$ cat src/rtl/cache_pkg.sv
package cache_pkg;

  typedef enum logic [1:0] {
    ST_IDLE  = 2'd0,
    ST_FILL  = 2'd1,
    ST_WRITE = 2'd2
  } cache_st_e;

  // width needed to index n items, never below one bit
  function automatic int unsigned bits_for(input int unsigned n);
    return (n > 1) ? $clog2(n) : 1;
  endfunction

  // true bit count of a power-of-two quantity (0 for n == 1)
  function automatic int unsigned log2_exact(input int unsigned n);
    return (n > 1) ? $clog2(n) : 0;
  endfunction

endpackage

$ cat src/rtl/cache_tags.sv
module cache_tags #(
  parameter int SETS  = 4,
  parameter int WAYS  = 2,
  parameter int IDX_W = 2,
  parameter int TAG_W = 4,
  parameter int WAY_W = 1
) (
  input  logic             clk,
  input  logic             rst_n,
  input  logic [IDX_W-1:0] lk_idx,
  input  logic [TAG_W-1:0] lk_tag,
  output logic [WAYS-1:0]  hit_vec,
  output logic [WAYS-1:0]  lk_valid,
  input  logic             ins_en,
  input  logic [IDX_W-1:0] ins_idx,
  input  logic [WAY_W-1:0] ins_way,
  input  logic [TAG_W-1:0] ins_tag
);

  logic [WAYS-1:0]  valid_q [SETS];
  logic [TAG_W-1:0] tag_q   [SETS][WAYS];

  assign lk_valid = valid_q[lk_idx];

  for (genvar gw = 0; gw < WAYS; gw++) begin : g_cmp
    assign hit_vec[gw] = valid_q[lk_idx][gw] && (tag_q[lk_idx][gw] == lk_tag);
  end

  always_ff @(posedge clk) begin
    if (!rst_n) begin
      for (int s = 0; s < SETS; s++) valid_q[s] <= '0;
    end else if (ins_en) begin
      valid_q[ins_idx][ins_way] <= 1'b1;
    end
  end

  always_ff @(posedge clk) begin
    if (ins_en) tag_q[ins_idx][ins_way] <= ins_tag;
  end

  AST_ONE_TAG_MATCH: assert property (@(posedge clk) disable iff (!rst_n)
    $onehot0(hit_vec));

endmodule

$ cat src/rtl/cache_lru.sv
module cache_lru #(
  parameter int SETS  = 4,
  parameter int WAYS  = 2,
  parameter int IDX_W = 2,
  parameter int WAY_W = 1
) (
  input  logic             clk,
  input  logic             rst_n,
  input  logic [IDX_W-1:0] lk_idx,
  input  logic [WAYS-1:0]  lk_valid,
  output logic [WAY_W-1:0] victim,
  input  logic             touch_en,
  input  logic [IDX_W-1:0] touch_idx,
  input  logic [WAY_W-1:0] touch_way
);

  localparam int AGE_W = WAY_W;

  // age 0 = most recent, WAYS-1 = least recent; ages form a permutation
  logic [AGE_W-1:0] age_q [SETS][WAYS];
  logic             pick_free;

  always_comb begin
    victim    = '0;
    pick_free = 1'b0;
    for (int w = 0; w < WAYS; w++) begin
      if (!lk_valid[w] && !pick_free) begin
        victim    = WAY_W'(w);
        pick_free = 1'b1;
      end
    end
    if (!pick_free) begin
      for (int w = 0; w < WAYS; w++) begin
        if (age_q[lk_idx][w] == AGE_W'(WAYS - 1)) victim = WAY_W'(w);
      end
    end
  end

  always_ff @(posedge clk) begin
    if (!rst_n) begin
      for (int s = 0; s < SETS; s++)
        for (int w = 0; w < WAYS; w++)
          age_q[s][w] <= AGE_W'(w);
    end else if (touch_en) begin
      for (int w = 0; w < WAYS; w++) begin
        if (WAY_W'(w) == touch_way)
          age_q[touch_idx][w] <= '0;
        else if (age_q[touch_idx][w] < age_q[touch_idx][touch_way])
          age_q[touch_idx][w] <= age_q[touch_idx][w] + 1'b1;
      end
    end
  end

  AST_TOUCHED_IS_NEWEST: assert property (@(posedge clk) disable iff (!rst_n)
    touch_en |=> age_q[$past(touch_idx)][$past(touch_way)] == '0);

endmodule

$ cat src/rtl/cache_data.sv
module cache_data #(
  parameter int SETS      = 4,
  parameter int WAYS      = 2,
  parameter int BLK_WORDS = 1,
  parameter int DATA_W    = 32,
  parameter int IDX_W     = 2,
  parameter int WAY_W     = 1,
  parameter int OFF_W     = 1
) (
  input  logic              clk,
  input  logic [IDX_W-1:0]  rd_idx,
  input  logic [WAY_W-1:0]  rd_way,
  input  logic [OFF_W-1:0]  rd_off,
  output logic [DATA_W-1:0] rd_data,
  input  logic              wr_en,
  input  logic [IDX_W-1:0]  wr_idx,
  input  logic [WAY_W-1:0]  wr_way,
  input  logic [OFF_W-1:0]  wr_off,
  input  logic [DATA_W-1:0] wr_data
);

  localparam int ENTRIES = SETS * WAYS * BLK_WORDS;
  localparam int LOC_W   = cache_pkg::bits_for(ENTRIES);

  logic [DATA_W-1:0] store_q [ENTRIES];

  function automatic logic [LOC_W-1:0] loc(input logic [IDX_W-1:0] i,
                                           input logic [WAY_W-1:0] w,
                                           input logic [OFF_W-1:0] o);
    return LOC_W'((int'(i) * WAYS + int'(w)) * BLK_WORDS + int'(o));
  endfunction

  assign rd_data = store_q[loc(rd_idx, rd_way, rd_off)];

  always_ff @(posedge clk) begin
    if (wr_en) store_q[loc(wr_idx, wr_way, wr_off)] <= wr_data;
  end

endmodule

$ cat src/rtl/cache_stats.sv
module cache_stats #(
  parameter int CNT_W = 16
) (
  input  logic             clk,
  input  logic             rst_n,
  input  logic             acc_en,
  input  logic             acc_hit,
  output logic [CNT_W-1:0] cnt_access,
  output logic [CNT_W-1:0] cnt_hit,
  output logic [CNT_W-1:0] cnt_miss
);

  always_ff @(posedge clk) begin
    if (!rst_n) begin
      cnt_access <= '0;
      cnt_hit    <= '0;
      cnt_miss   <= '0;
    end else if (acc_en) begin
      cnt_access <= cnt_access + 1'b1;
      if (acc_hit) cnt_hit  <= cnt_hit + 1'b1;
      else         cnt_miss <= cnt_miss + 1'b1;
    end
  end

  AST_CNT_SPLIT: assert property (@(posedge clk) disable iff (!rst_n)
    cnt_access == CNT_W'(cnt_hit + cnt_miss));

  AST_CNT_STEP: assert property (@(posedge clk) disable iff (!rst_n)
    !acc_en |=> $stable(cnt_access));

endmodule

$ cat src/rtl/lru_cache.sv
module lru_cache #(
  parameter int CAP_WORDS = 8,
  parameter int BLK_WORDS = 1,
  parameter int WAYS      = 2,
  parameter int ADDR_W    = 16,
  parameter int DATA_W    = 32,
  parameter int CNT_W     = 16
) (
  input  logic              clk,
  input  logic              rst_n,
  input  logic              req,
  input  logic              we,
  input  logic [ADDR_W-1:0] addr,
  input  logic [DATA_W-1:0] wdata,
  output logic              ready,
  output logic              rsp_valid,
  output logic [DATA_W-1:0] rdata,
  output logic              mem_req,
  output logic              mem_we,
  output logic [ADDR_W-1:0] mem_addr,
  output logic [DATA_W-1:0] mem_wdata,
  input  logic              mem_ack,
  input  logic [DATA_W-1:0] mem_rdata,
  output logic [CNT_W-1:0]  cnt_access,
  output logic [CNT_W-1:0]  cnt_hit,
  output logic [CNT_W-1:0]  cnt_miss
);
  import cache_pkg::*;

  localparam int BLOCKS = CAP_WORDS / BLK_WORDS;
  localparam int SETS   = BLOCKS / WAYS;
  localparam int OFF_W  = bits_for(BLK_WORDS);
  localparam int IDX_W  = bits_for(SETS);
  localparam int WAY_W  = bits_for(WAYS);
  localparam int TAG_W  = ADDR_W - log2_exact(BLK_WORDS) - log2_exact(SETS);
  localparam logic [OFF_W-1:0] LAST_OFF = OFF_W'(BLK_WORDS - 1);

  // address split
  function automatic logic [OFF_W-1:0] off_of(input logic [ADDR_W-1:0] a);
    return OFF_W'(a % BLK_WORDS);
  endfunction
  function automatic logic [IDX_W-1:0] idx_of(input logic [ADDR_W-1:0] a);
    return IDX_W'((a / BLK_WORDS) % SETS);
  endfunction
  function automatic logic [TAG_W-1:0] tag_of(input logic [ADDR_W-1:0] a);
    return TAG_W'(a / (BLK_WORDS * SETS));
  endfunction
  function automatic logic [ADDR_W-1:0] base_of(input logic [ADDR_W-1:0] a);
    return ADDR_W'((a / BLK_WORDS) * BLK_WORDS);
  endfunction

  cache_st_e         state;
  logic [ADDR_W-1:0] q_addr;
  logic [WAY_W-1:0]  fill_way;
  logic [OFF_W-1:0]  fill_cnt;

  // lookup and named events
  logic [IDX_W-1:0]  lk_idx;
  logic [TAG_W-1:0]  lk_tag;
  logic [OFF_W-1:0]  lk_off;
  logic [WAYS-1:0]   hit_vec;
  logic [WAYS-1:0]   lk_valid;
  logic              lk_hit;
  logic [WAY_W-1:0]  hit_way;
  logic [WAY_W-1:0]  victim;
  logic [DATA_W-1:0] hit_data;
  logic              acc;
  logic              rd_hit_acc;
  logic              rd_miss_acc;
  logic              wr_acc;
  logic              wr_hit_acc;
  logic              fill_beat;
  logic              fill_done;

  logic              touch_en;
  logic [IDX_W-1:0]  touch_idx;
  logic [WAY_W-1:0]  touch_way;
  logic              dw_en;
  logic [IDX_W-1:0]  dw_idx;
  logic [WAY_W-1:0]  dw_way;
  logic [OFF_W-1:0]  dw_off;
  logic [DATA_W-1:0] dw_data;

  assign ready  = (state == ST_IDLE);
  assign lk_idx = idx_of(addr);
  assign lk_tag = tag_of(addr);
  assign lk_off = off_of(addr);
  assign lk_hit = |hit_vec;

  always_comb begin
    hit_way = '0;
    for (int w = 0; w < WAYS; w++)
      if (hit_vec[w]) hit_way = WAY_W'(w);
  end

  assign acc         = req && ready;
  assign rd_hit_acc  = acc && !we && lk_hit;
  assign rd_miss_acc = acc && !we && !lk_hit;
  assign wr_acc      = acc && we;
  assign wr_hit_acc  = wr_acc && lk_hit;
  assign fill_beat   = (state == ST_FILL) && mem_ack;
  assign fill_done   = fill_beat && (fill_cnt == LAST_OFF);

  assign touch_en  = rd_hit_acc || wr_hit_acc || fill_done;
  assign touch_idx = fill_done ? idx_of(q_addr) : lk_idx;
  assign touch_way = fill_done ? fill_way : hit_way;

  assign dw_en   = wr_hit_acc || fill_beat;
  assign dw_idx  = fill_beat ? idx_of(q_addr) : lk_idx;
  assign dw_way  = fill_beat ? fill_way : hit_way;
  assign dw_off  = fill_beat ? fill_cnt : lk_off;
  assign dw_data = fill_beat ? mem_rdata : wdata;

  cache_tags #(
    .SETS(SETS), .WAYS(WAYS), .IDX_W(IDX_W), .TAG_W(TAG_W), .WAY_W(WAY_W)
  ) u_tags (
    .clk(clk), .rst_n(rst_n),
    .lk_idx(lk_idx), .lk_tag(lk_tag), .hit_vec(hit_vec), .lk_valid(lk_valid),
    .ins_en(fill_done), .ins_idx(idx_of(q_addr)), .ins_way(fill_way),
    .ins_tag(tag_of(q_addr))
  );

  cache_lru #(
    .SETS(SETS), .WAYS(WAYS), .IDX_W(IDX_W), .WAY_W(WAY_W)
  ) u_lru (
    .clk(clk), .rst_n(rst_n),
    .lk_idx(lk_idx), .lk_valid(lk_valid), .victim(victim),
    .touch_en(touch_en), .touch_idx(touch_idx), .touch_way(touch_way)
  );

  cache_data #(
    .SETS(SETS), .WAYS(WAYS), .BLK_WORDS(BLK_WORDS), .DATA_W(DATA_W),
    .IDX_W(IDX_W), .WAY_W(WAY_W), .OFF_W(OFF_W)
  ) u_data (
    .clk(clk),
    .rd_idx(lk_idx), .rd_way(hit_way), .rd_off(lk_off), .rd_data(hit_data),
    .wr_en(dw_en), .wr_idx(dw_idx), .wr_way(dw_way), .wr_off(dw_off),
    .wr_data(dw_data)
  );

  cache_stats #(.CNT_W(CNT_W)) u_stats (
    .clk(clk), .rst_n(rst_n), .acc_en(acc), .acc_hit(lk_hit),
    .cnt_access(cnt_access), .cnt_hit(cnt_hit), .cnt_miss(cnt_miss)
  );

  always_ff @(posedge clk) begin
    if (!rst_n) begin
      state     <= ST_IDLE;
      q_addr    <= '0;
      fill_way  <= '0;
      fill_cnt  <= '0;
      rsp_valid <= 1'b0;
      rdata     <= '0;
      mem_req   <= 1'b0;
      mem_we    <= 1'b0;
      mem_addr  <= '0;
      mem_wdata <= '0;
    end else begin
      rsp_valid <= 1'b0;
      case (state)
        ST_IDLE: begin
          if (wr_acc) begin
            state     <= ST_WRITE;
            mem_req   <= 1'b1;
            mem_we    <= 1'b1;
            mem_addr  <= addr;
            mem_wdata <= wdata;
          end else if (rd_hit_acc) begin
            rsp_valid <= 1'b1;
            rdata     <= hit_data;
          end else if (rd_miss_acc) begin
            state    <= ST_FILL;
            q_addr   <= addr;
            fill_way <= victim;
            fill_cnt <= '0;
            mem_req  <= 1'b1;
            mem_we   <= 1'b0;
            mem_addr <= base_of(addr);
          end
        end
        ST_FILL: begin
          if (mem_ack) begin
            if (fill_cnt == off_of(q_addr)) rdata <= mem_rdata;
            if (fill_cnt == LAST_OFF) begin
              state     <= ST_IDLE;
              mem_req   <= 1'b0;
              rsp_valid <= 1'b1;
            end else begin
              fill_cnt <= fill_cnt + 1'b1;
              mem_addr <= mem_addr + 1'b1;
            end
          end
        end
        ST_WRITE: begin
          if (mem_ack) begin
            state     <= ST_IDLE;
            mem_req   <= 1'b0;
            mem_we    <= 1'b0;
            rsp_valid <= 1'b1;
          end
        end
        default: state <= ST_IDLE;
      endcase
    end
  end

  AST_HIT_ONE_CYCLE: assert property (@(posedge clk) disable iff (!rst_n)
    rd_hit_acc |=> rsp_valid && ready);

  AST_MISS_STALLS: assert property (@(posedge clk) disable iff (!rst_n)
    rd_miss_acc |=> !ready && mem_req && !mem_we && !rsp_valid);

  AST_MEM_HOLD: assert property (@(posedge clk) disable iff (!rst_n)
    mem_req && !mem_ack |=> mem_req && $stable(mem_addr) && $stable(mem_we));

  AST_WRITE_THROUGH: assert property (@(posedge clk) disable iff (!rst_n)
    wr_acc |=> mem_req && mem_we && mem_addr == $past(addr)
               && mem_wdata == $past(wdata));

endmodule

$ cat config.mk
export PLATFORM = sky130hd
export DESIGN_NAME = lru_cache
export DESIGN_NICKNAME = d
export VERILOG_FILES = /design/src/rtl/cache_pkg.sv /design/src/rtl/cache_tags.sv /design/src/rtl/cache_lru.sv /design/src/rtl/cache_data.sv /design/src/rtl/cache_stats.sv /design/src/rtl/lru_cache.sv
export SDC_FILE = /design/constraint.sdc
export NUM_CORES = 1
export LEC_CHECK = 0
export BUFFER_PORTS_ARGS = -buffer_cell sky130_fd_sc_hd__buf_2
export CORE_MARGIN = 2
export CORE_UTILIZATION = 41
export DETAILED_ROUTE_END_ITERATION = 12
export GPL_ROUTABILITY_DRIVEN = 0
export HOLD_SLACK_MARGIN = 0.03
export REMOVE_ABC_BUFFERS = 1
export SYNTH_ARGS = -nofsm -noshare
export SYNTH_HDL_FRONTEND = slang
export SYNTH_SLANG_ARGS = --single-unit
$ cat constraint.sdc
create_clock -name clk -period 4.9 [get_ports clk]
set_input_delay 1.225 -clock clk [delete_from_list [all_inputs] [get_ports clk]]
set_output_delay 1.225 -clock clk [all_outputs]
set_load 0.05 [all_outputs]
## After elaboration in Yosys (flattened, before gate mapping)

Memory sizes are Yosys's and may differ from the RTL's.
Index checks and enable logic that the tools add are counted.

- Flip-flop bits (word level): 151
- Bits in writable memories: 384
- Bits of input ports: 85
- Output and inout bits: 132
- Word-level logic and storage cells: 184
- Memories kept: 4

- Add/sub/neg operators: 10
- Order comparisons: 7
- Equal/unequal tests: 14
- Mux-type cells: 92
- Bitwise logic cells: 8
- Reductions and logical operators: 36

Memory list:

| name | words | bits a word | rd ports | clocked after Yosys merged registers in | wr ports | RTL line | source |
|---|---|---|---|---|---|---|---|
| u_data.store_q | 8 | 32 | 1 | 0 | 1 | cache_data.sv:25 | `logic [DATA_W-1:0] store_q [ENTRIES];` |
| u_tags.tag_q | 4 | 28 | 1 | 0 | 1 | cache_tags.sv:21 | `logic [TAG_W-1:0] tag_q [SETS][WAYS];` |
| u_lru.age_q | 4 | 2 | 2 | 0 | 4 | cache_lru.sv:20 | `logic [AGE_W-1:0] age_q [SETS][WAYS];` |
| u_tags.valid_q | 4 | 2 | 1 | 0 | 4 | cache_tags.sv:20 | `logic [WAYS-1:0] valid_q [SETS];` |

Operator list:

| operator | count |
|---|---|
| $mux 32 | 5 |
| $mux 16 | 5 |
| $add 16x1->16 const B | 4 |
| $pmux 32 s2 | 1 |
| $mux 1 | 56 |
| $pmux 16 s2 | 1 |
| $mux 2 | 15 |
| $eq 14x14->1 | 2 |
| $mux 28 | 1 |
| $reduce_and 5->1 | 4 |
| $demux 14 s1 | 1 |
| $mux 14 | 1 |
| $logic_and 1x1->1 | 13 |
| $ne 2x2->1 const B | 6 |
| $reduce_and 4->1 | 2 |
| $add 3x1->3 | 2 |
| $pmux 1 s3 | 2 |
| $pmux 2 s3 | 1 |
| $reduce_and 2->1 | 3 |
| $reduce_and 6->1 | 1 |
| $reduce_or 2->1 | 3 |
| $ge 2x2->1 const B | 2 |
| $ne 2x1->1 const B | 2 |
| $not 1->1 | 4 |
| 19 further kinds | 30 |

## Depth between registers and ports, before layout

Gate-level depths: netlist of run 1.
An unclocked memory read counts as a cell.

- Depth after elaboration: 18
- Gate-level depth with buffers: 12
- Depth with buffers taken out: 10

## Cells and area by module

A second synthesis of run 1 with hierarchy kept.

- Cells, all modules: 1693
- Area, all modules: 22670.5 um^2

By module, submodules not included:

| module | instances | cells each | area each (um^2) | seq. area each (um^2) |
|---|---|---|---|---|
| cache_data | 1 | 611 | 10278.6 | 7687.4 |
| cache_tags | 1 | 262 | 4943.5 | 3603.5 |
| lru_cache | 1 | 526 | 4728.3 | 2042.0 |
| cache_stats | 1 | 239 | 2133.3 | 960.9 |
| cache_lru | 1 | 55 | 586.8 | 230.2 |

## Least setup slack after synthesis of run 1

OpenSTA, ideal clock, no wires.

- Path type: input to register
- From: in addr[0]
- To: mem u_data.store_q[1][0], enable pin
- Library setup time: 0.421 ns
- Data arrival time: 4.801 ns
- Data required time: 4.479 ns
- Path slack: -0.322 ns
- Stages on the path: 11
- Path buffers: 4
- Path through: buf_4 buf_6 mux4_2 xnor2_1 nand2_1 nor4b_2 nand3_1 clkbuf_1 buf_2 o31a_1 nor2_1

- Word-level cells in the longest chain between the ends: 8
- Elaborated cells on any way between the ends: 16
- Those cells by class: 2 x add/sub; 2 x eq/ne; 5 x mux; 5 x reduce/logical; 2 x memory

RTL lines:

| element | RTL line | source |
|---|---|---|
| start: declaration | lru_cache.sv:13 | `input logic [ADDR_W-1:0] addr,` |
| parallel branches: the longest is 8 deep, another holds $mem_v2 4x28 | - |  |
| end: declaration | cache_data.sv:25 |  |

Several ways; the timed one is not identified.

## Final worst setup path of run 1

- From: in addr[0]
- To: mem u_data.store_q[2][20], enable pin

The elaborated chain is that of the path after synthesis.

==> results_dict.tcl, run 1 <==
set metrics [dict create \
    syn_area_um2 22090 \
    vias 14397 \
    setup_violations 0 \
    tightest_slew_ns 0.9825 \
    clk_pin_slew_ns 0.06 \
    whs_endpoint "mem_wdata[7]$_SDFFE_PN0P_" \
    relSlewSlack_pct 34.36 \
    ios 217 \
    p_leak_nw 9.737 \
    synth.area.top_cells "edfxtp_1 (52%), dfxtp_1 (14%), nand2_1 (5.5%), mux2_2 (4.9%), mux2i_1 (3.8%)" \
    grt_use_total_pct 19.30 \
    finalPower_mw 10.08 \
    drc 0 \
    setup_tns_ns 0 \
    rows 85 \
    min-delay-start "mem_wdata[7]$_SDFFE_PN0P_" \
    synth-main-ff-cell "edfxtp_1" \
    synthArstFlopShare_pct 0 \
    coreArea_um2 53500 \
    rr_startpoint "u_tags.tag_q[2][5]$_DFFE_PP_" \
    p_per_area_nw_per_um2 385.1 \
    startpoint "addr[0]" \
    cts_resized 0 \
    holdWs_ns 0.4494 \
    worstPathArrival_ns 4.41 \
    area_delta_synth_final_pct 18.51 \
    syn_area_per_cell_um2 12.85 \
    cts_buffers 56 \
    holdBufCountCts 0 \
    drt_first_pass_iters 5 \
    path_cells "buf_2, buf_12, mux4_2, xnor2_1, nand3_1, nor4b_2, a41oi_2, o21ai_0, nand2_1, nor2_4, buf_12" \
    period_minus_slack_ns 4.118 \
    reg2reg_depth 10 \
    yosysSeqAreaShare_pct 65.75 \
    rsz0062_at_grt "no" \
    multi_input_area_um2 7221 \
    slew_viol_final 0 \
    hold_viol_final 0 \
    start_util_pct 41.29 \
    crit_family "simple AND/OR/NAND/NOR gates" \
    cts_setup_buffers 0 \
    min_path_type "register to register" \
    synthTopCellsByCount "edfxtp_1 (383), nand2_1 (324), dfxtp_1 (151)" \
    grt_pass1_wl_mm 83.51 \
    fin_crit_sh_pct 84.03 \
    layout.area.seq_um2 14520 \
    status "finished clean" \
    rr_endpoint "u_data.store_q[2][20]$_DFFE_PP_" \
    detail-route-antenna-nets 0 \
    worst-path-buf-inv 3 \
    max_freq_mhz 242.9 \
    numPortBuffers 216 \
    synth_top_area_share_pct 52.07 \
    drt-initial-drc-count 971 \
    htree_num_levels 2 \
    final.setup_skew_ns 0.02458 \
    dieArea_um2 55750 \
    required_ns 5.20 \
    synth_warnings 0 \
    synth.most_common_cell "edfxtp_1" \
    grt_pass1_vias 14398 \
    vias_per_cell 5.370 \
    cts.sinks 534 \
    cpMostUsedCell "buf_12" \
    dp_hpwl_mm 33.87 \
    synth.distinct_cells 64 \
    die_y_um 236.1 \
    antenna_found_initial 5 \
    min_path_cells 2 \
    grt_max_degree 71 \
    critPathSlowestCell "nor4b_2" \
    critical_path_class "input pin to register" \
    drive_gt1_share_pct 25.81 \
    nets 2028 \
    cts_tree "built" \
    fillCellCount 4734 \
    die_w_um 236.1 \
    detail_route.wl_per_cell_um 20.29 \
    grt.overflow.total 0 \
    r2r_slack_ns 1.42 \
    critPathMaxFanout 31 \
    synth.ff_latch_count 534 \
    clockRootBuffer "clkbuf_16" \
    worstSetupStartpointType "input pin" \
    wirelength_mm 54.41 \
    end_kind "register" \
    syn_inst 1719 \
    vdd_drop_max_mv 0.2847 \
    clock_path_buffers 3 \
    cap_violations 0 \
    max_stage_delay_ns 0.57 \
    synth_top_area_cell "edfxtp_1" \
    synth_edf_count 383 \
    insertion_delay_ns 0.61 \
]
==> worst reg2reg max path: cells and delay by family (launching register included) <==
family | cells | cell delay, ns
flip-flops | 1 | 0.36
buffers and inverters | 2 | 0.50
AO/OA/AOI/OAI | 4 | 1.43
AND/OR/NAND/NOR | 3 | 0.60
multiplexers | 1 | 0.31
==> logic make-up (layout without fill, tap and decap cells) <==
group | Yosys count | count (layout) | synth area share [%]
and+or+nand+nor | 539 | 539 | 10.65
muxes | 205 | 205 | 11.20
other | 0 | 1 | 0
DFF | 534 | 534 | 65.75
adders and majority gates | 7 | 7 | 0.3965
xor gates and xnor gates | 50 | 50 | 1.983
buffers and inverters | 123 | 388 | 2.249
AOI/OAI and AO/OA | 261 | 261 | 7.766
==> sequential cells by signal, summed over array words and instances, names as in the netlist <==
name	count
fill_way	1
mem_addr	16
mem_req	1
mem_wdata	32
mem_we	1
q_addr	16
rdata	32
rsp_valid	1
state	2
u_data.store_q	256
u_lru.age_q	8
u_stats.cnt_access	16
u_stats.cnt_hit	16
u_stats.cnt_miss	16
u_tags.tag_q	112
u_tags.valid_q	8
==> how the worst max path moves through the flow <==
stage | slack (ns) | endpoint | depth (start not counted)
after detailed placement | 0.15 | u_data.store_q[4][15]$_DFFE_PP_ | 12
after global routing | 0.55 | u_lru.age_q[0][0]$_SDFFCE_PN1P_ | 10
after CTS | 0.78 | u_data.store_q[2][20]$_DFFE_PP_ | 11
after floorplan | -2.31 | u_data.store_q[1][0]$_DFFE_PP_ | 7
final | 0.78 | u_data.store_q[2][20]$_DFFE_PP_ | 11
after global placement | 0.16 | u_data.store_q[2][22]$_DFFE_PP_ | 11
==> cell usage in the layout, fill, tap and decap left out, types with 17 or more instances in the layout <==
master	instances
clkbuf_16	57
o21ai_0	68
buf_4	33
inv_1	18
buf_2	216
a22oi_1	30
nand2_1	322
xnor2_1	33
o211a_1	33
a21oi_1	67
mux2i_1	83
edfxtp_1	383
a31oi_1	29
mux4_2	24
nor2_1	79
mux2_2	96
dfxtp_1	151
xor2_1	17
nand3_1	23
==> final cells by class <==
type                            count  share of cell area [%]
Timing Repair Buffer              263                   6.147
Sequential cell                   534                   55.48
Inverter                           19                  0.2820
Clock buffer                       78                   6.094
Multi-Input combinational cell   1062                   27.58
Clock inverter                     28                   1.071
Tap cell                          696                   3.327
Antenna cell                        1                0.009560
==> per-layer routing <==
| metal | part of all wire [%] | up-vias | track usage (%) |
|---|---|---|---|
| met5 | 0.088 | - | 0 |
| met4 | 2.6 | 8 | 5.925 |
| met3 | 5.4 | 101 | 3.593 |
| met2 | 49 | 387 | 32.41 |
| met1 | 43 | 7152 | 25.43 |
| li1 | - | 6749 | - |
==> report_power, final <==
group          total [mW]  switching, mW  internal [mW]
Clock                4.26           1.76           2.50
Combinational       0.842          0.588          0.254
Sequential           4.98         0.0496           4.93
==> stage by stage <==
stage                     util [%]  cells  setup WS, ns  instance area (µm²)
after floorplan                  -   1615        -2.309                21660
after global placement       45.42   2574        0.1612                24300
after detailed placement     45.42   2574        0.1509                24300
after CTS                    48.93   2680        0.7803                26170
after global routing         48.93   2681        0.5528                26180
final                        48.93   2681        0.7823                26180
Power figures use the tool's default switching activity.
==> run 2: changes to the inputs <==
Settings changed: ABC_AREA set to 1.
Clock period 4.9 ns to 3.48 ns, I/O delays scaled along.
==> results_dict.tcl, run 2 <==
set metrics [dict create \
    status "finished clean" \
    p_per_area_nw_per_um2 679.2 \
    dieArea_um2 61780 \
    grt_max_degree 114 \
    drt_first_pass_iters 7 \
    cts_resized 0 \
    largest_reg_flops 256 \
    vias 19496 \
    synthArstFlopShare_pct 0 \
    synth_top_area_cell "edfxtp_1" \
    syn_area_um2 24520 \
    clockRootBuffer "clkbuf_16" \
    critPathSlowestCell "buf_12" \
    synth_warnings 0 \
    period_minus_slack_ns 2.893 \
    grt_pass1_vias 19027 \
    critPathMaxFanout 47 \
    die_y_um 248.6 \
    cts_tree "built" \
    cts_setup_buffers 0 \
    insertion_delay_ns 0.62 \
    crit_family "simple AND/OR/NAND/NOR gates" \
    coreArea_um2 59020 \
    die_w_um 248.6 \
    cpMostUsedCell "nand2_1" \
    setup_violations 0 \
    cap_violations 0 \
    reg_top3 "u_data.store_q x256, u_tags.tag_q x112" \
    holdWs_ns 0.4626 \
    reg2reg_depth 10 \
    rr_startpoint "state[1]$_SDFFE_PN0P_" \
    wirelength_mm 66.74 \
    relSlewSlack_pct 43.33 \
    final.setup_skew_ns 0.01803 \
    critical_path_class "input pin to register" \
    synth.most_common_cell "nand2_1" \
    yosysSeqAreaShare_pct 59.23 \
    synth.area.top_cells "edfxtp_1 (47%), nand2_1 (13%), dfxtp_1 (12%), nand3_1 (6.2%), nand3b_1 (4.0%)" \
    startpoint "addr[0]" \
    fillCellCount 5531 \
    r2r_slack_ns 0.78 \
    p_leak_nw 12.33 \
    detail-route-antenna-nets 0 \
    dp_cells 3709 \
    vdd_drop_max_mv 0.5571 \
    vias_per_cell 5.106 \
    clk_pin_slew_ns 0.06 \
    tightest_slew_ns 0.8411 \
    ios 217 \
    cts.sinks 534 \
    htree_num_levels 2 \
    finalPower_mw 19.74 \
    worstPathArrival_ns 3.39 \
    dp_hpwl_mm 42.18 \
    syn_area_per_cell_um2 8.884 \
    rr_endpoint "u_lru.age_q[0][1]$_SDFFCE_PN0P_" \
    clock_path_buffers 3 \
    syn_inst 2760 \
    n_antenna_cell 0 \
    hold_viol_final 0 \
    min_path_type "register to register" \
    fin_util_pct 49.24 \
    top_register "u_data.store_q" \
    holdBufCountCts 0 \
    slew_viol_final 0 \
    drc 0 \
    final_cells 3818 \
    synth.ff_latch_count 534 \
    numPortBuffers 216 \
    rows 89 \
    endpoint "rdata[0]$_SDFFE_PN0P_" \
    grt.overflow.total 0 \
    required_ns 3.98 \
    detail_route.wl_per_cell_um 17.48 \
    final_cell_mix "nand2_1 (873), edfxtp_1 (383), nand3_1 (303)" \
    start_util_pct 41.55 \
    area_delta_synth_final_pct 18.53 \
    drive_gt1_share_pct 14.61 \
    synthTopCellsByCount "nand2_1 (874), edfxtp_1 (383), nand3_1 (303)" \
    max_freq_mhz 345.7 \
    worstSetupStartpointType "input pin" \
    antenna_found_initial 0 \
    grt_use_total_pct 21.26 \
    max_stage_delay_ns 0.27 \
    synth_top_area_share_pct 46.91 \
    worst-path-buf-inv 6 \
    fin_crit_sh_pct 83.13 \
    grt_pass1_wl_mm 105.1 \
    synth-main-ff-cell "edfxtp_1" \
    drt-initial-drc-count 1596 \
    synth.distinct_cells 41 \
    cts_buffers 58 \
    cp.depth 21 \
    min_path_cells 2 \
    nets 3089 \
    end_kind "register" \
    synth_edf_count 383 \
    path_cells "buf_4, inv_4, buf_12, nand2_1, nand3_1, nand2_1, nand2_1, nand2_1, buf_4, nor2_1, nand2_1, nor2_4, buf_12, buf_12, nand3b_1, nand3_1, nand2_1, nand2_1, nand2_1, nor2_1, nor2_1" \
    rsz0062_at_grt "no" \
    layout_commonest_cell "nand2_1" \
]
[run 2: report_power, final]
group	leakage (nW)	switching (mW)	internal, mW
clock	0.970	2.56	3.74
sequential	4.71	0.309	7.57
combinational	6.65	4.15	1.42
total	12.3	7.02	12.7
[run 2: metal layers]
| layer | up-vias | routed length (µm) | track usage (%) | part of all wire (%) |
|---|---|---|---|---|
| met1 | 9242 | 28430 | 27.16 | 43 |
| met4 | 0 | 1919 | 7.408 | 2.9 |
| met2 | 591 | 32590 | 36.60 | 49 |
| met3 | 141 | 3800 | 3.318 | 5.7 |
| li1 | 9522 | - | - | - |
| met5 | - | 0 | 0 | 0 |
[run 2: worst min path at each step]
stage / start / end
2_1_floorplan: u_lru.age_q[2][1]$_DFF_P_ / u_lru.age_q[2][1]$_DFF_P_
3_3_place_gp: u_stats.cnt_access[15]$_SDFFE_PN0P_ / u_stats.cnt_access[15]$_SDFFE_PN0P_
3_5_place_dp: mem_we$_SDFFE_PN0P_ / mem_we$_SDFFE_PN0P_
4_1_cts: wdata[10] / mem_wdata[10]$_SDFFE_PN0P_
5_1_grt: mem_we$_SDFFE_PN0P_ / mem_we$_SDFFE_PN0P_
6_report: mem_we$_SDFFE_PN0P_ / mem_we$_SDFFE_PN0P_
[run 2: worst reg2reg max path: stages (launching register included)]
cell,delay [ns]
dfxtp_1,0.34
inv_1,0.10
ha_2,0.19
nand2_2,0.15
o21ai_0,0.49
nand2_1,0.24
o22ai_1,0.26
nor2_1,0.09
and2_1,0.19
o21ai_1,0.24
o21ai_0,0.15
[run 2: area by class of cell]
| class | instances | area, µm² | share of cell area (%) |
|---|---|---|---|
| clock buffer | 81 | 1638 | 5.635 |
| tap | 773 | 967.2 | 3.328 |
| sequential | 534 | 14520 | 49.97 |
| timing repair buffer | 316 | 2200 | 7.568 |
| clock inverter | 28 | 334.1 | 1.149 |
| multi-input combinational | 1826 | 8422 | 28.98 |
| inverter | 260 | 978.4 | 3.367 |
[run 2: stage by stage]
| step | setup TNS [ns] | instance area, µm² | setup slack [ns] |
|---|---|---|---|
| 2_1_floorplan | -1694.77 | 23820 | -5.339 |
| 3_3_place_gp | 0 | 27090 | 0.05055 |
| 3_5_place_dp | -0.01094 | 27090 | -0.01094 |
| 4_1_cts | 0 | 29060 | 0.6472 |
| 5_1_grt | 0 | 29060 | 0.3837 |
| 6_report | 0 | 29060 | 0.5872 |
[run 2: kinds of logic (layout without fill, tap and decap cells)]
family | count (synthesis) | count (layout) | share of synthesized area [%]
AOI/OAI and AO/OA | 175 | 175 | 3.766
adders and majority gates | 8 | 8 | 0.4082
and+or+nand+nor | 1619 | 1619 | 28.88
xor gates and xnor gates | 24 | 24 | 0.8573
buffers and inverters | 400 | 685 | 6.858
DFF | 534 | 534 | 59.23
==> run 3: changes to the inputs <==
Clock period 3.48 ns to 2.5 ns, I/O delays scaled along.
==> results_dict.tcl, run 3 (synthesized netlist as in run 2, its figures left out) <==
set metrics [dict create \
    start_util_pct 41.55 \
    drt_first_pass_iters 6 \
    coreArea_um2 59020 \
    dp_hpwl_mm 43.38 \
    route.met3.wl_mm 4.622 \
    tightest_slew_ns 0.7107 \
    layout_commonest_cell "nand2_1" \
    clockRootBuffer "clkbuf_16" \
    nets 3230 \
    reg_top3 "u_data.store_q x256, u_tags.tag_q x112" \
    max_freq_mhz 393.8 \
    n_antenna_cell 0 \
    p_per_area_nw_per_um2 903.1 \
    insertion_delay_ns 0.65 \
    cts_buffers 58 \
    rsz0062_at_grt "yes" \
    critical_path_class "input pin to register" \
    highest_layer "met4" \
    slew_viol_final 0 \
    period_minus_slack_ns 2.539 \
    cap_violations 0 \
    setup_tns_ns -0.9457 \
    htree_num_levels 2 \
    vdd_drop_max_mv 0.7455 \
    drt-initial-drc-count 1912 \
    detail_route.wl_per_cell_um 19.22 \
    worst_slack_ns -0.03919 \
    clk_pin_slew_ns 0.06 \
    grt.overflow.total 0 \
    ios 217 \
    worstSetupStartpointType "input pin" \
    pwr-share-comb_pct 31.4 \
    largest_reg_flops 256 \
    grt_max_degree 114 \
    detail-route-antenna-nets 0 \
    wl_met1_mm 31.71 \
    fin_crit_sh_pct 101.6 \
    cts_tree "built" \
    antenna_found_initial 0 \
    critPathMaxFanout 7 \
    power_frac_seq_pct 38.3 \
    final.setup_skew_ns 0.03105 \
    clock_path_buffers 3 \
    die_y_um 248.6 \
    p_int_mw 18.14 \
    final_cell_mix "nand2_1 (832), edfxtp_1 (383), nand3_1 (251)" \
    min_path_type "input pin to register" \
    holdWs_ns 0.2152 \
    area_delta_synth_final_pct 29.20 \
    violations "negative setup slack" \
    grt_pass1_vias 18983 \
    die_w_um 248.6 \
    relSlewSlack_pct 52.62 \
    status "finished, violations left" \
    cts.sinks 534 \
    numPortBuffers 216 \
    holdBufCountCts 0 \
    p_leak_nw 13.54 \
    grt_use_total_pct 21.62 \
    end_kind "register" \
    dieArea_um2 61780 \
    worstPathArrival_ns 2.93 \
    dr_wl_met2_mm 37.84 \
    hold_viol_final 0 \
    drive_gt1_share_pct 21.81 \
    required_ns 2.89 \
    wirelength_mm 76.10 \
    vias_per_cell 5.177 \
    r2r_slack_ns -0.02 \
    vias 20502 \
    grt_pass1_wl_mm 106.8 \
    drc 0 \
    swShare_pct 36.60 \
    rows 89 \
    p_sw_mw 10.47 \
    pwr-share-clk_pct 30.3 \
    setup_violations 69 \
    top_register "u_data.store_q" \
]
[run 3: per-stage QoR]
stage | setup slack, ns | total power [mW] | utilization (%) | cells | instance area, µm²
finish | -0.03919 | 28.61 | 53.68 | 3960 | 31680
global route | -0.1463 | 29.92 | 53.68 | 3960 | 31680
CTS | 0.02426 | 27.88 | 50.66 | 3901 | 29900
detailed placement | -0.7375 | 19.19 | 47.06 | 3782 | 27780
global placement | -0.7168 | 19.08 | 47.06 | 3782 | 27780
floorplan | -6.074 | 16.14 | - | 2620 | 23820
[run 3: area by class of cell]
class                      instances  area, µm²
clock buffer                      71       1540
clock inverter                    39      375.4
fill                            5238      27340
inverter                         260       1008
multi-input combinational       1826       8907
sequential                       534      14520
tap                              773      967.2
timing repair buffer             456       4350
timing repair inverter             1      7.507
[run 3: final timing paths]
check | cells after the start | startpoint | to
worst max-delay path | 21 | addr[0] | u_data.store_q[0][12]$_DFFE_PP_
worst min-delay path | 3 | wdata[26] | mem_wdata[26]$_SDFFE_PN0P_
worst max register to register | 18 | u_tags.tag_q[1][6]$_DFFE_PP_ | u_data.store_q[0][12]$_DFFE_PP_
worst min register to register | 2 | u_stats.cnt_access[15]$_SDFFE_PN0P_ | u_stats.cnt_access[15]$_SDFFE_PN0P_
[run 3: metal layers]
metal	global-route usage, %	vias up
met5	0	-
met4	5.714	0
met3	2.743	116
met2	37.79	740
met1	28.29	9805
li1	-	9841
[run 3: power groups by stage]
stage,Combinational (mW),Sequential [mW],Clock (mW)
6_report,8.99,11.0,8.66
5_1_grt,9.69,11.1,9.17
4_1_cts,8.10,11.0,8.83
3_5_place_dp,8.05,11.1,0
3_3_place_gp,7.97,11.1,0
2_1_floorplan,3.32,12.8,0
[run 3: timing repair]
action	CTS	global route
pin swaps	3	63
resized for setup	14	180
cloned	5	41
setup endpoints to repair	251	328
hold endpoints to repair	0	0
buffers inserted	4	21
[run 3: worst max-delay path: stages]
cell and delay (ns):
buf_16 0.15, clkinv_16 0.10, clkbuf_16 0.17, nand2_1 0.08
nand3_2 0.09, nand2_1 0.10, nand2_2 0.06, buf_4 0.12
nand2_1 0.06, nand3_2 0.10, nor2_4 0.14, nand2_4 0.11
o21ai_4 0.20, buf_6 0.12, inv_2 0.03, nand2_2 0.06
buf_6 0.12, buf_12 0.11, nor2_4 0.03, buf_12 0.15
clkbuf_16 0.17
